<file path="config.mk">
export PLATFORM = sky130hd
export DESIGN_NAME = vp_power_ctrl
export DESIGN_NICKNAME = d
export VERILOG_FILES = /design/src/rtl/vpc_pkg.sv /design/src/rtl/vpc_decode.sv /design/src/rtl/vpc_core_slot.sv /design/src/rtl/vp_power_ctrl.sv
export SDC_FILE = /design/constraint.sdc
export NUM_CORES = 1
export LEC_CHECK = 0
export ABC_AREA = 0
export BUFFER_PORTS_ARGS = -buffer_cell sky130_fd_sc_hd__buf_4
export CAP_MARGIN = 20
export CORE_ASPECT_RATIO = 0.9
export CORE_MARGIN = 5
export CORE_UTILIZATION = 35
export DETAILED_ROUTE_END_ITERATION = 8
export HOLD_SLACK_MARGIN = 0.1
export PLACE_DENSITY = 0.77
export SLEW_MARGIN = 30
export SYNTH_ARGS = -nofsm -noshare
export SYNTH_HDL_FRONTEND = slang
export SYNTH_SLANG_ARGS = --single-unit
</file>
<file path="constraint.sdc">
create_clock -name clk -period 2.1 [get_ports clk]
set_input_delay 0.42 -clock clk [delete_from_list [all_inputs] [get_ports clk]]
set_output_delay 0.42 -clock clk [all_outputs]
set_load 0.05 [all_outputs]
</file>
<file path="src/rtl/vpc_pkg.sv">
package vpc_pkg;

  typedef enum logic [2:0] {
    ACC_NONE,
    ACC_RUN,
    ACC_STOP,
    ACC_RD_MASK,
    ACC_RD_STATUS,
    ACC_RD_ZERO
  } acc_e;

  localparam logic [5:0] OFS_STATUS = 6'h08;
  localparam logic [5:0] OFS_STOP   = 6'h20;
  localparam logic [5:0] OFS_RUN    = 6'h28;
  localparam logic [5:0] OFS_MASK   = 6'h30;

  localparam int WIN_SEL_BIT = 14;

  localparam int          SEQ_STATE_POS = 19;
  localparam logic [63:0] SEQ_STATE_VAL = 64'd7;

endpackage

</file>
<file path="src/rtl/vpc_decode.sv">
module vpc_decode
  import vpc_pkg::*;
#(
  parameter int ADDR_W    = 16,
  parameter int NUM_CORES = 2,
  parameter int CORE_W    = 1
) (
  input  logic              bus_valid,
  input  logic              bus_write,
  input  logic [ADDR_W-1:0] bus_addr,
  input  logic [CORE_W-1:0] req_core,
  input  logic [CORE_W-1:0] redir_core,
  output acc_e              kind,
  output logic [CORE_W-1:0] tgt_core
);

  localparam logic [ADDR_W-1:0] USED_BITS =
    ADDR_W'((64'd1 << WIN_SEL_BIT) | 64'h3F);

  logic       addr_ok;
  logic       core_ok;
  logic [5:0] ofs;

  always_comb begin
    ofs      = bus_addr[5:0];
    addr_ok  = (bus_addr & ~USED_BITS) == '0;
    tgt_core = bus_addr[WIN_SEL_BIT] ? redir_core : req_core;
    core_ok  = 32'(tgt_core) < NUM_CORES;
    kind     = ACC_NONE;
    if (bus_valid) begin
      if (bus_write) begin
        if (addr_ok && core_ok && ofs == OFS_RUN)       kind = ACC_RUN;
        else if (addr_ok && core_ok && ofs == OFS_STOP) kind = ACC_STOP;
      end else begin
        if (addr_ok && core_ok && ofs == OFS_MASK) kind = ACC_RD_MASK;
        else if (addr_ok && ofs == OFS_STATUS)     kind = ACC_RD_STATUS;
        else                                       kind = ACC_RD_ZERO;
      end
    end
  end

endmodule

</file>
<file path="src/rtl/vpc_core_slot.sv">
module vpc_core_slot #(
  parameter int NVP = 4
) (
  input  logic           clk,
  input  logic           rst,
  input  logic [NVP-1:0] run_req,
  input  logic [NVP-1:0] stop_req,
  output logic [NVP-1:0] running_q,
  output logic [NVP-1:0] start_q,
  output logic [NVP-1:0] halt_q
);

  logic [NVP-1:0] start_d;
  logic [NVP-1:0] halt_d;

  always_comb begin
    start_d = run_req & ~running_q;
    halt_d  = stop_req & running_q;
  end

  always_ff @(posedge clk) begin
    if (rst) begin
      running_q <= '0;
      start_q   <= '0;
      halt_q    <= '0;
    end else begin
      running_q <= (running_q | start_d) & ~halt_d;
      start_q   <= start_d;
      halt_q    <= halt_d;
    end
  end


  start_filter_chk: assert property (@(posedge clk) disable iff (rst)
    (|start_q) |-> (((start_q & $past(running_q)) == '0) && ((start_q & ~running_q) == '0)));


  halt_filter_chk: assert property (@(posedge clk) disable iff (rst)
    (|halt_q) |-> (((halt_q & ~$past(running_q)) == '0) && ((halt_q & running_q) == '0)));


  pulse_width_chk: assert property (@(posedge clk) disable iff (rst)
    (|(start_q | halt_q)) |=> (((start_q & $past(start_q)) == '0) && ((halt_q & $past(halt_q)) == '0)));

endmodule

</file>
<file path="src/rtl/vp_power_ctrl.sv">
module vp_power_ctrl
  import vpc_pkg::*;
#(
  parameter int          NUM_CORES    = 2,
  parameter int          VPS_PER_CORE = 4,
  parameter int          ADDR_W       = 16,
  parameter int          DATA_W       = 64,
  parameter logic [63:0] START_MASK   = 64'h1,
  parameter int          CORE_W       = (NUM_CORES > 1) ? $clog2(NUM_CORES) : 1
) (
  input  logic                              clk,
  input  logic                              rst,
  input  logic                              bus_valid,
  input  logic                              bus_write,
  input  logic [ADDR_W-1:0]                 bus_addr,
  input  logic [DATA_W-1:0]                 bus_wdata,
  input  logic [CORE_W-1:0]                 req_core,
  input  logic [CORE_W-1:0]                 redir_core,
  output logic                              rd_valid,
  output logic [DATA_W-1:0]                 rd_data,
  output logic [NUM_CORES*VPS_PER_CORE-1:0] vp_start,
  output logic [NUM_CORES*VPS_PER_CORE-1:0] vp_halt
);

  localparam int NVP = VPS_PER_CORE;
  localparam logic [NVP-1:0]    BOOT_BITS   = START_MASK[NVP-1:0];
  localparam logic [DATA_W-1:0] STATUS_WORD = DATA_W'(SEQ_STATE_VAL << SEQ_STATE_POS);

  acc_e              kind;
  logic [CORE_W-1:0] tgt_core;
  logic              boot_q;
  logic [NVP-1:0]    run_mask [NUM_CORES];
  logic [NVP-1:0]    sel_mask;
  logic [DATA_W-1:0] rd_next;

  vpc_decode #(
    .ADDR_W   (ADDR_W),
    .NUM_CORES(NUM_CORES),
    .CORE_W   (CORE_W)
  ) u_decode (
    .bus_valid (bus_valid),
    .bus_write (bus_write),
    .bus_addr  (bus_addr),
    .req_core  (req_core),
    .redir_core(redir_core),
    .kind      (kind),
    .tgt_core  (tgt_core)
  );

  always_ff @(posedge clk) begin
    if (rst) boot_q <= 1'b1;
    else     boot_q <= 1'b0;
  end

  for (genvar c = 0; c < NUM_CORES; c++) begin : g_core
    logic           hit;
    logic [NVP-1:0] run_req;
    logic [NVP-1:0] stop_req;

    always_comb begin
      hit      = (32'(tgt_core) == c);
      run_req  = (hit && kind == ACC_RUN)  ? bus_wdata[NVP-1:0] : '0;
      stop_req = (hit && kind == ACC_STOP) ? bus_wdata[NVP-1:0] : '0;
      if (c == 0 && boot_q) run_req = run_req | BOOT_BITS;
    end

    vpc_core_slot #(.NVP(NVP)) u_slot (
      .clk      (clk),
      .rst      (rst),
      .run_req  (run_req),
      .stop_req (stop_req),
      .running_q(run_mask[c]),
      .start_q  (vp_start[c*NVP +: NVP]),
      .halt_q   (vp_halt[c*NVP +: NVP])
    );
  end

  always_comb begin
    sel_mask = '0;
    for (int c = 0; c < NUM_CORES; c++) begin
      if (32'(tgt_core) == c) sel_mask = run_mask[c];
    end
    case (kind)
      ACC_RD_MASK:   rd_next = DATA_W'(sel_mask);
      ACC_RD_STATUS: rd_next = STATUS_WORD;
      default:       rd_next = '0;
    endcase
  end

  always_ff @(posedge clk) begin
    if (rst) begin
      rd_valid <= 1'b0;
      rd_data  <= '0;
    end else begin
      rd_valid <= bus_valid && !bus_write;
      rd_data  <= rd_next;
    end
  end


  rd_after_read_chk: assert property (@(posedge clk) disable iff (rst)
    rd_valid |-> $past(bus_valid && !bus_write));


  status_word_chk: assert property (@(posedge clk) disable iff (rst)
    (rd_valid && $past(kind == ACC_RD_STATUS)) |-> (rd_data == STATUS_WORD));


  boot_start_chk: assert property (@(posedge clk) disable iff (rst)
    boot_q |=> ((vp_start[NVP-1:0] & BOOT_BITS) == BOOT_BITS));


  undef_quiet_chk: assert property (@(posedge clk) disable iff (rst)
    (bus_valid && bus_write && kind == ACC_NONE && !boot_q) |=> (vp_start == '0 && vp_halt == '0));

endmodule

</file>
# Word level (Yosys, flattened, before mapping)
# Index checks and enable logic that the tools add are counted.
word_totals:
  out_inout_bits: 81
  elab_cells: 56
  register_bits: 90
classes:
  mux: 15
  n_reduce_logical: 11
  n_eq_ne: 8
  n_bitwise: 13
op_table:
  columns: ["cell", "n"]
  rows:
  - ["$pmux W22 S2", 1]
  - ["$and A4 B4 Y4", 6]
  - ["$mux W4", 5]
  - ["$eq A6 B6 Y1 const B", 3]
  - ["$logic_not A16 Y1", 1]
  - ["$not A4 Y4", 4]
  - ["$logic_and A1 B1 Y1", 9]
  - ["$mux W3", 3]
  - ["$or A4 B4 Y4", 2]
  - ["$eq A3 B2 Y1 const B", 2]
  - ["$eq A6 B4 Y1 const B", 1]
  - ["$mux W1", 4]
  - ["$mux W2", 2]
  - ["$eq A3 B1 Y1 const B", 1]
  - ["$eq A3 B3 Y1 const B", 1]
  - ["$logic_not A1 Y1", 1]
  - ["$not A1 Y1", 1]

# Longest topological paths before layout
# Gate-level depths: netlist (run 1).
depth:
  depth_word: 13
  mapped_depth: 5
  ltp_nobuf: 4

# Hierarchy
# From an unflattened synthesis (run 1), not the netlist that was laid out.
hier_totals:
  cells_unflattened: 181
  hier_area_um2: 1740.4
modules_own_cells:
  columns: ["module", "area_each_um2", "cells_per_inst", "seq_area_each_um2", "instances"]
  rows:
  - ["vp_power_ctrl", 839.6, 99, 140.1, 1]
  - ["vpc_core_slot", 387.9, 34, 240.2, 2]
  - ["vpc_decode", 125.1, 14, 0.0, 1]

# Worst setup path after synthesis (run 1)
# No wires, ideal clock.
synth_timing:
  path_kind: "input port to flip-flop"
  startpoint: "in bus_addr[8]"
  endpoint: "reg rd_data[0]"
  t_required_ns: 2.027
  arrival_time_ns: 1.600
  stages: 5
  setup_slack_ns: 0.427
  n_path_buf: 1
  cell_sequence: "nor4_4 -> and4_1 -> buf_2 -> mux2_2 -> nor3_2"
synth_via:
  elab_chain_cells: 8
  word_cells_on_any_way: 14
  classes_between: "eq/ne (2); mux (7); reduce/logical (5)"
synth_lines:
  columns: ["item", "line_no", "source"]
  rows:
  - ["start, declared", "vp_power_ctrl.sv:15", "input logic [ADDR_W-1:0] bus_addr,"]
  - ["$logic_not A16 Y1 *", "vpc_decode.sv:26", "addr_ok = (bus_addr & ~USED_BITS) == '0;"]
  - ["$logic_and A1 B1 Y1, on equally long branches", "vpc_decode.sv:36, vpc_decode.sv:33", null]
  - ["$mux W1 or $mux W2 (tied branches)", "vpc_decode.sv:36, vpc_decode.sv:33", null]
  - ["$mux W3 or $mux W2 (tied branches)", "vpc_decode.sv:35, vpc_decode.sv:32", null]
  - ["$mux W3 *", "vpc_decode.sv:31", "if (bus_write) begin"]
  - ["$mux W3 *", "vpc_decode.sv:30", "if (bus_valid) begin"]
  - ["$eq A3 B3 Y1 or $eq A3 B2 Y1 (tied branches)", "vp_power_ctrl.sv:83", "case (kind)"]
  - ["$pmux W22 S2 *", "vp_power_ctrl.sv:83", null]
  - ["end signal, assigned", "vp_power_ctrl.sv:96", "rd_data <= rd_next;"]
  - ["end, declared", "vp_power_ctrl.sv:20", "output logic [DATA_W-1:0] rd_data,"]
# Every way passes the cells marked *; elsewhere a longest branch is shown, timed or not.
# A chain may end at the register's enable or synchronous reset.

# Final worst setup path (run 1)
layout_timing:
  startpoint: "in bus_addr[8]"
  endpoint: "reg g_core[0].u_slot.halt_q[0]"
layout_via:
  elab_chain_cells: 10
  word_cells_on_any_way: 15
  classes_between: "eq/ne (1); mux (7); bitwise (1); reduce/logical (6)"
layout_lines:
  columns: ["item", "line_no", "source"]
  rows:
  - ["$logic_not A16 Y1 *", "vpc_decode.sv:26", null]
  - ["$logic_and A1 B1 Y1, on equally long branches", "vpc_decode.sv:36, vpc_decode.sv:33", null]
  - ["$mux W1 or $mux W2 (tied branches)", "vpc_decode.sv:36, vpc_decode.sv:33", null]
  - ["$mux W3 or $mux W2 (tied branches)", "vpc_decode.sv:35, vpc_decode.sv:32", null]
  - ["$mux W3 *", "vpc_decode.sv:31", null]
  - ["$mux W3 *", "vpc_decode.sv:30", null]
  - ["$eq A3 B2 Y1 *", "vp_power_ctrl.sv:63", "stop_req = (hit && kind == ACC_STOP) ? bus_wdata[NVP-1:0] : '0;"]
  - ["$logic_and A1 B1 Y1 *", "vp_power_ctrl.sv:63", null]
  - ["$mux W4 *", "vp_power_ctrl.sv:63", null]
  - ["$and A4 B4 Y4 *", "vpc_core_slot.sv:18", "halt_d = stop_req & running_q;"]
  - ["end signal, assigned", "vpc_core_slot.sv:29", "halt_q <= halt_d;"]
  - ["end, declared", "vpc_core_slot.sv:10", "output logic [NVP-1:0] halt_q"]
# Marks and branches as above.

==> qor.yml, run 1 <==
pwr:
  power_uw: 1369
  leakagePower_uw: 0.0009549
  powerDensity_nw_per_um2: 636.8
  ir_worst_vdd_mv: 0.3104
critical_path:
  worstSetupEndpoint: "g_core[0].u_slot.halt_q[0]"
  path_class: "in2reg"
  worst_r2r_path_depth: 4
  rr_startpoint: "g_core[1].u_slot.running_q[1]"
  cp-end-kind: "flip-flop"
  rrSetupSlack_ps: 1230
  cp.arrival_ps: 1910
  cp-start-kind: "input port"
  crit_path_start: "bus_addr[8]"
  required_ps: 2310
  reg2reg_to: "g_core[1].u_slot.running_q[1]"
  path_max_fanout: 6
grt:
  overflow: 0
  grt.total_usage: 0.1135
  grt_pass1_vias: 1390
  grt_max_degree: 23
  grt_first_pass_wirelength_um: 6189
  antenna_found_initial: 0
cts:
  ctsResizeCount: 0
  cts_setup_buffers: 0
  clk_pin_slew_ps: 60
  h-tree-depth: 2
  clk_latency_ps: 270
  hold_buffers: 0
  numCtsBuffers: 5
  cts_buffer_depth: 2
  cts_tree: "yes"
  root_buffer: "clkbuf_8"
  cts_num_sinks: 31
sta:
  fmax_mhz: 589.7
  rsz0062_at_grt: "false"
  setup_ws_ps: 404.1
  clock_skew_ps: 5.734
  period_minus_slack_ps: 1696
  max_slew_margin: 0.6684
  setup_viol: 0
  timing_hold_violations_final: 0
  tns_ps: 0
  worst_pin_slew_ps: 494.5
  period_share: 0.8076
  finalMaxSlewViolations: 0
floorplan:
  start_util: 0.3672
  core_area_um2: 4955
  dieWidth_um: 86.00
  pin_count: 167
  die_area_um2: 6742
  fp-row-count: 24
  die_h_um: 78.40
layout:
  synthToLayoutAreaGrowth_pct: 18.16
  final_cell_count_no_fill: 316
  layout-drive-gt1-share: 0.2948
  nFillCells: 511
  final_cell_mix: "conb_1, buf_4, dfxtp_1"
  fin_util: 0.4338
  mostFrequentLayoutCell: "conb_1"
  antenna_cells: 0
  nNetsFinal: 336
drt:
  firstDrtPassIters: 4
  viasPerCell: 4.408
  drt-initial-drc-count: 99
  wl_per_cell_um: 12.29
  drc: 0
  wirelength_um: 3885
  ant_nets: 0
  vias: 1393
synth:
  synth_cells: 194
  ys.flop_type: "dfxtp_1"
  avgSynthCellArea_um2: 9.378
  synth_edf_count: 0
  yosysSeqAreaShare: 0.3411
  yosysUniqueCellTypes: 36
  yosys_warnings: 0
  synthesis.area_um2: 1819
  ys_ff_latch: 31
  async_flop_share: 0
min_path:
  hp-class: "in2reg"
placement:
  place.gp.congestion: 0.7730
  dp_cells: 308
  dp_slack_ps: 134.9
  dpl.hpwl_um: 3116
  port_buffers: 49
run:
  maxCapViolations: 0
outcome:
  status: "finished, final reports clean"
## metrics by stage
step	hold slack, ps	area, um^2
floorplan	410.7	2029
detailed placement	429.2	2068
global placement	422.1	2068
CTS	373.3	2150
global route	381.2	2150
finish	378.2	2150
## cells in the mapped netlist (5+ instances only)
cell / number / area share
nor3_1: 10 / 0.028
a41oi_1: 6 / 0.029
dfxtp_1: 31 / 0.34
nand2b_1: 6 / 0.021
inv_1: 9 / 0.019
nor2_1: 7 / 0.014
nor3b_1: 7 / 0.029
and3_1: 5 / 0.017
buf_4: 59 / 0.24
and4_1: 6 / 0.029
## logic make-up after synthesis
kind of cell              count (synthesis)  share of synthesized area
buffers and inverters                    71                     0.2689
and+or+nand+nor                          61                     0.2338
DFF                                      31                     0.3411
AOI/OAI and AO/OA                        25                     0.1197
muxes                                     4                    0.02544
xor gates and xnor gates                  1                   0.008943
other                                     1                   0.002061
## report_power, final
part / switching, uW / total [uW] / internal [uW]
combinational: 288 / 343 / 55.1
sequential: 2.79 / 595 / 592
clock: 199 / 431 / 232
## layer usage
metal | routed length (um) | GRT usage
met5 | 0 | 0
met4 | 44 | 0.03639
met3 | 468 | 0.04398
met2 | 1737 | 0.1857
met1 | 1634 | 0.1367
## how the worst min path moves through the flow
stage / start / endpoint / slack (ps) / cells past startpoint
after floorplan: g_core[1].u_slot.running_q[1] / g_core[1].u_slot.start_q[1] / 410 / 1
after global placement: g_core[1].u_slot.running_q[1] / g_core[1].u_slot.start_q[1] / 420 / 1
after detailed placement: g_core[1].u_slot.running_q[1] / g_core[1].u_slot.start_q[1] / 430 / 1
after CTS: bus_wdata[0] / g_core[0].u_slot.running_q[0] / 370 / 2
after global routing: bus_wdata[0] / g_core[0].u_slot.running_q[0] / 380 / 2
final: bus_wdata[0] / g_core[0].u_slot.running_q[0] / 380 / 2
## critical path, stage by stage
cell and delay (ps):
buf_4 120, nor4_4 290, nand3_1 280, a211oi_1 530, and4_1 270
## final cells by class
type                       instances  area [um^2]  area share
clock buffer                       7        76.32     0.03551
clock inverter                     1        5.005    0.002328
inverter                           9        33.78     0.01572
multi-input combinational        148        919.6      0.4278
sequential                        31        620.6      0.2887
tap                               65        81.33     0.03783
timing repair buffer              55        412.9      0.1921
## state kept, by name, indices dropped and copies added, names as in the netlist
signal and cells:
g_core.u_slot.running_q 8, boot_q 1, g_core.u_slot.start_q 8, rd_valid 1, rd_data 5, g_core.u_slot.halt_q 8
Power figures use the tool's default switching activity.
==> inputs of run 2 (changes only) <==
ABC_AREA = 1   (was 0)
PLACE_DENSITY = 0.79   (was 0.77)
clock period = 1.8 ns   (was 2.1 ns; I/O delays follow)
==> qor.yml, run 2 <==
sta:
  period_share: 0.7445
  timing_hold_violations_final: 0  # unchanged
  finalMaxSlewViolations: 0  # unchanged
  tns_ps: 0  # unchanged
  hold_ws_ps: 284.2  # -94.01 ps
  fmax_mhz: 746.2
  period_minus_slack_ps: 1340
  clock_skew_ps: 6.151  # +0.4177 ps
  setup_viol: 0  # unchanged
  rsz0062_at_grt: "false"
grt:
  grt_pass1_vias: 1302  # -6.3%
  overflow: 0  # unchanged
  antenna_found_initial: 0  # unchanged
  grt_first_pass_wirelength_um: 5402  # -13%
  grt.total_usage: 0.1030  # -0.01050
  grt_max_degree: 15  # -35%
synth:
  yosysSeqAreaShare: 0.3610  # +0.01986
  yosysMostFrequentCell: "buf_4"
  yosys_warnings: 0  # unchanged
  post-synth-top-area-fraction: 0.3610  # +0.01986
  async_flop_share: 0  # unchanged
  synth_area_leader_cell: "dfxtp_1"
  yosysUniqueCellTypes: 21  # -42%
  ys_ff_latch: 31  # unchanged
  synth_edf_count: 0  # unchanged
  ys_top_cells_by_count: "buf_4, nand2_1, nor2_1"
  avgSynthCellArea_um2: 7.410  # -21%
  synthesis.area_um2: 1719  # -5.5%
  synth_cells: 232  # +20%
  synthTopCellsByArea: "dfxtp_1, buf_4, nand2_1"
  ys.flop_type: "dfxtp_1"
cts:
  h-tree-depth: 2  # unchanged
  clk_latency_ps: 280  # about the same
  cts_tree: "yes"
  ctsResizeCount: 0  # unchanged
  root_buffer: "clkbuf_8"
  cts_setup_buffers: 0  # unchanged
  cts_num_sinks: 31  # unchanged
  numCtsBuffers: 5  # unchanged
  cts_buffer_depth: 2  # unchanged
  clk_pin_slew_ps: 60  # about the same
  hold_buffers: 0  # unchanged
pwr:
  pwr-share-comb: 0.270  # +0.020
  p_sw_frac: 0.3666  # +0.008933
  sequentialPowerShare: 0.435  # about the same
  p_clk_frac: 0.295  # -0.020
  powerDensity_nw_per_um2: 809.7  # +27%
  power_switching_uw: 594.2  # +21%
  p_int_uw: 1027  # +17%
  ir_worst_vdd_mv: 0.2864  # -7.7%
  power_uw: 1621  # +18%
  leakagePower_uw: 0.001136  # +19%
critical_path:
  worst_path_max_delay_cell: "nand2_1"
  cp.arrival_ps: 1530  # -380 ps
  cp-start-kind: "input port"
  path_delay_family: "simple AND/OR/NAND/NOR gates"
  path_class: "in2reg"
  crit_top_cell: "nand2_1"
  crit_buf_inv: 1  # unchanged
  cp-end-kind: "flip-flop"
  path_max_fanout: 9  # +3
  rrSetupSlack_ps: 1000  # -230 ps
  required_ps: 1990  # -320 ps
  max_stage_delay_ps: 170  # -360 ps
  crit_chain: "buf_4 > nor2_1 > nand3_1 > nor2_4 > nand2_1 > nand2_1 > nand2_2 > nor2_8 > nand2_1 > nor3_2"
layout:
  final_cell_mix: "conb_1, buf_4, nand2_1"
  nNetsFinal: 369  # +9.8%
  synthToLayoutAreaGrowth_pct: 16.45
  fin_util: 0.4167  # -0.01717
  final_cell_count_no_fill: 347  # +9.8%
  mostFrequentLayoutCell: "conb_1"
  antenna_cells: 0  # unchanged
  biggestRegsByFlops: "g_core.u_slot.halt_q (8), g_core.u_slot.running_q (8), g_core.u_slot.start_q (8)"
  layout-drive-gt1-share: 0.2234  # -0.07142
drt:
  ant_nets: 0  # unchanged
  vias: 1342  # -3.7%
  drt-initial-drc-count: 55  # -44%
  wl_per_cell_um: 9.501  # -23%
  wirelength_um: 3297  # -15%
  drc: 0  # unchanged
  viasPerCell: 3.867  # -12%
  firstDrtPassIters: 4  # unchanged
placement:
  dpl.hpwl_um: 2620  # -16%
  place.gp.congestion: 0.8219  # +6.3%
  port_buffers: 49  # unchanged
  dp_cells: 341  # +11%
floorplan:
  fp-row-count: 24  # unchanged
  pin_count: 167  # unchanged
  die_h_um: 76.49  # -2.4%
  dieWidth_um: 83.88  # -2.5%
  die_area_um2: 6416  # -4.8%
  core_area_um2: 4805  # -3.0%
  start_util: 0.3578  # -0.009359
run:
  maxCapViolations: 0  # unchanged
min_path:
  hp-class: "in2reg"
outcome:
  status: "finished, final reports clean"
run 2: cell count changes in the layout (fill, tap and decap cells not counted), moves of 7 or more:
cell     previous run  this run
nand2_1             0        36
nor2_1              7        35
nand4_1             4        13
nor3_1             10         0
nor3b_1             7         0
inv_1               9        33
run 2: final cells by class:
cell class | count | area (um^2)
Timing Repair Buffer | 50 | 375.4
Clock buffer | 6 | 72.57
Sequential cell | 31 | 620.6
Tap cell | 65 | 81.33
Multi-Input combinational cell | 162 | 728.2
Inverter | 33 | 123.9
Fill cell | 511 | 2803
run 2: through the flow:
step / worst slack, ps / cell area [um^2]
2_1_floorplan: 452.5 / 1929
3_3_place_gp: 192.6 / 1929
3_5_place_dp: 189.8 / 1929
4_1_cts: 479.6 / 2002
5_1_grt: 362.1 / 2002
6_report: 459.9 / 2002
run 2: path summary, 6_finish.rpt:
kind         cells after the start                         end                     startpoint
max                             10                  rd_data[0]                   bus_addr[11]
min                              1                      boot_q                            rst
max reg2reg                      4                  rd_data[1]  g_core[1].u_slot.running_q[1]
min reg2reg                      2  g_core[1].u_slot.halt_q[1]  g_core[1].u_slot.running_q[1]
run 2: cell families (layout without fill, tap and decap cells):
kind of cell / after synthesis / count (layout) / synth area share
simple gates: 101 / 101 / 0.2860
buf+inv: 95 / 89 / 0.3377
flops: 31 / 31 / 0.3610
compound gates: 4 / 4 / 0.01309
other cells: 1 / 57 / 0.002181
run 2: power groups by stage:
stage | registers [uW] | clock network (uW) | logic (uW)
global route | 707 | 528 | 463
CTS | 706 | 496 | 433
detailed placement | 720 | 0 | 432
floorplan | 739 | 0 | 438
finish | 706 | 478 | 437
global placement | 720 | 0 | 428
run 2: metal layers:
| layer | up-vias | track usage | share of wire |
|---|---|---|---|
| met5 | - | 0 | 0 |
| met4 | 0 | 0.06431 | 0.027 |
| met3 | 9 | 0.05946 | 0.13 |
| met2 | 76 | 0.1614 | 0.44 |
| met1 | 565 | 0.1052 | 0.40 |
| li1 | 692 | - | - |
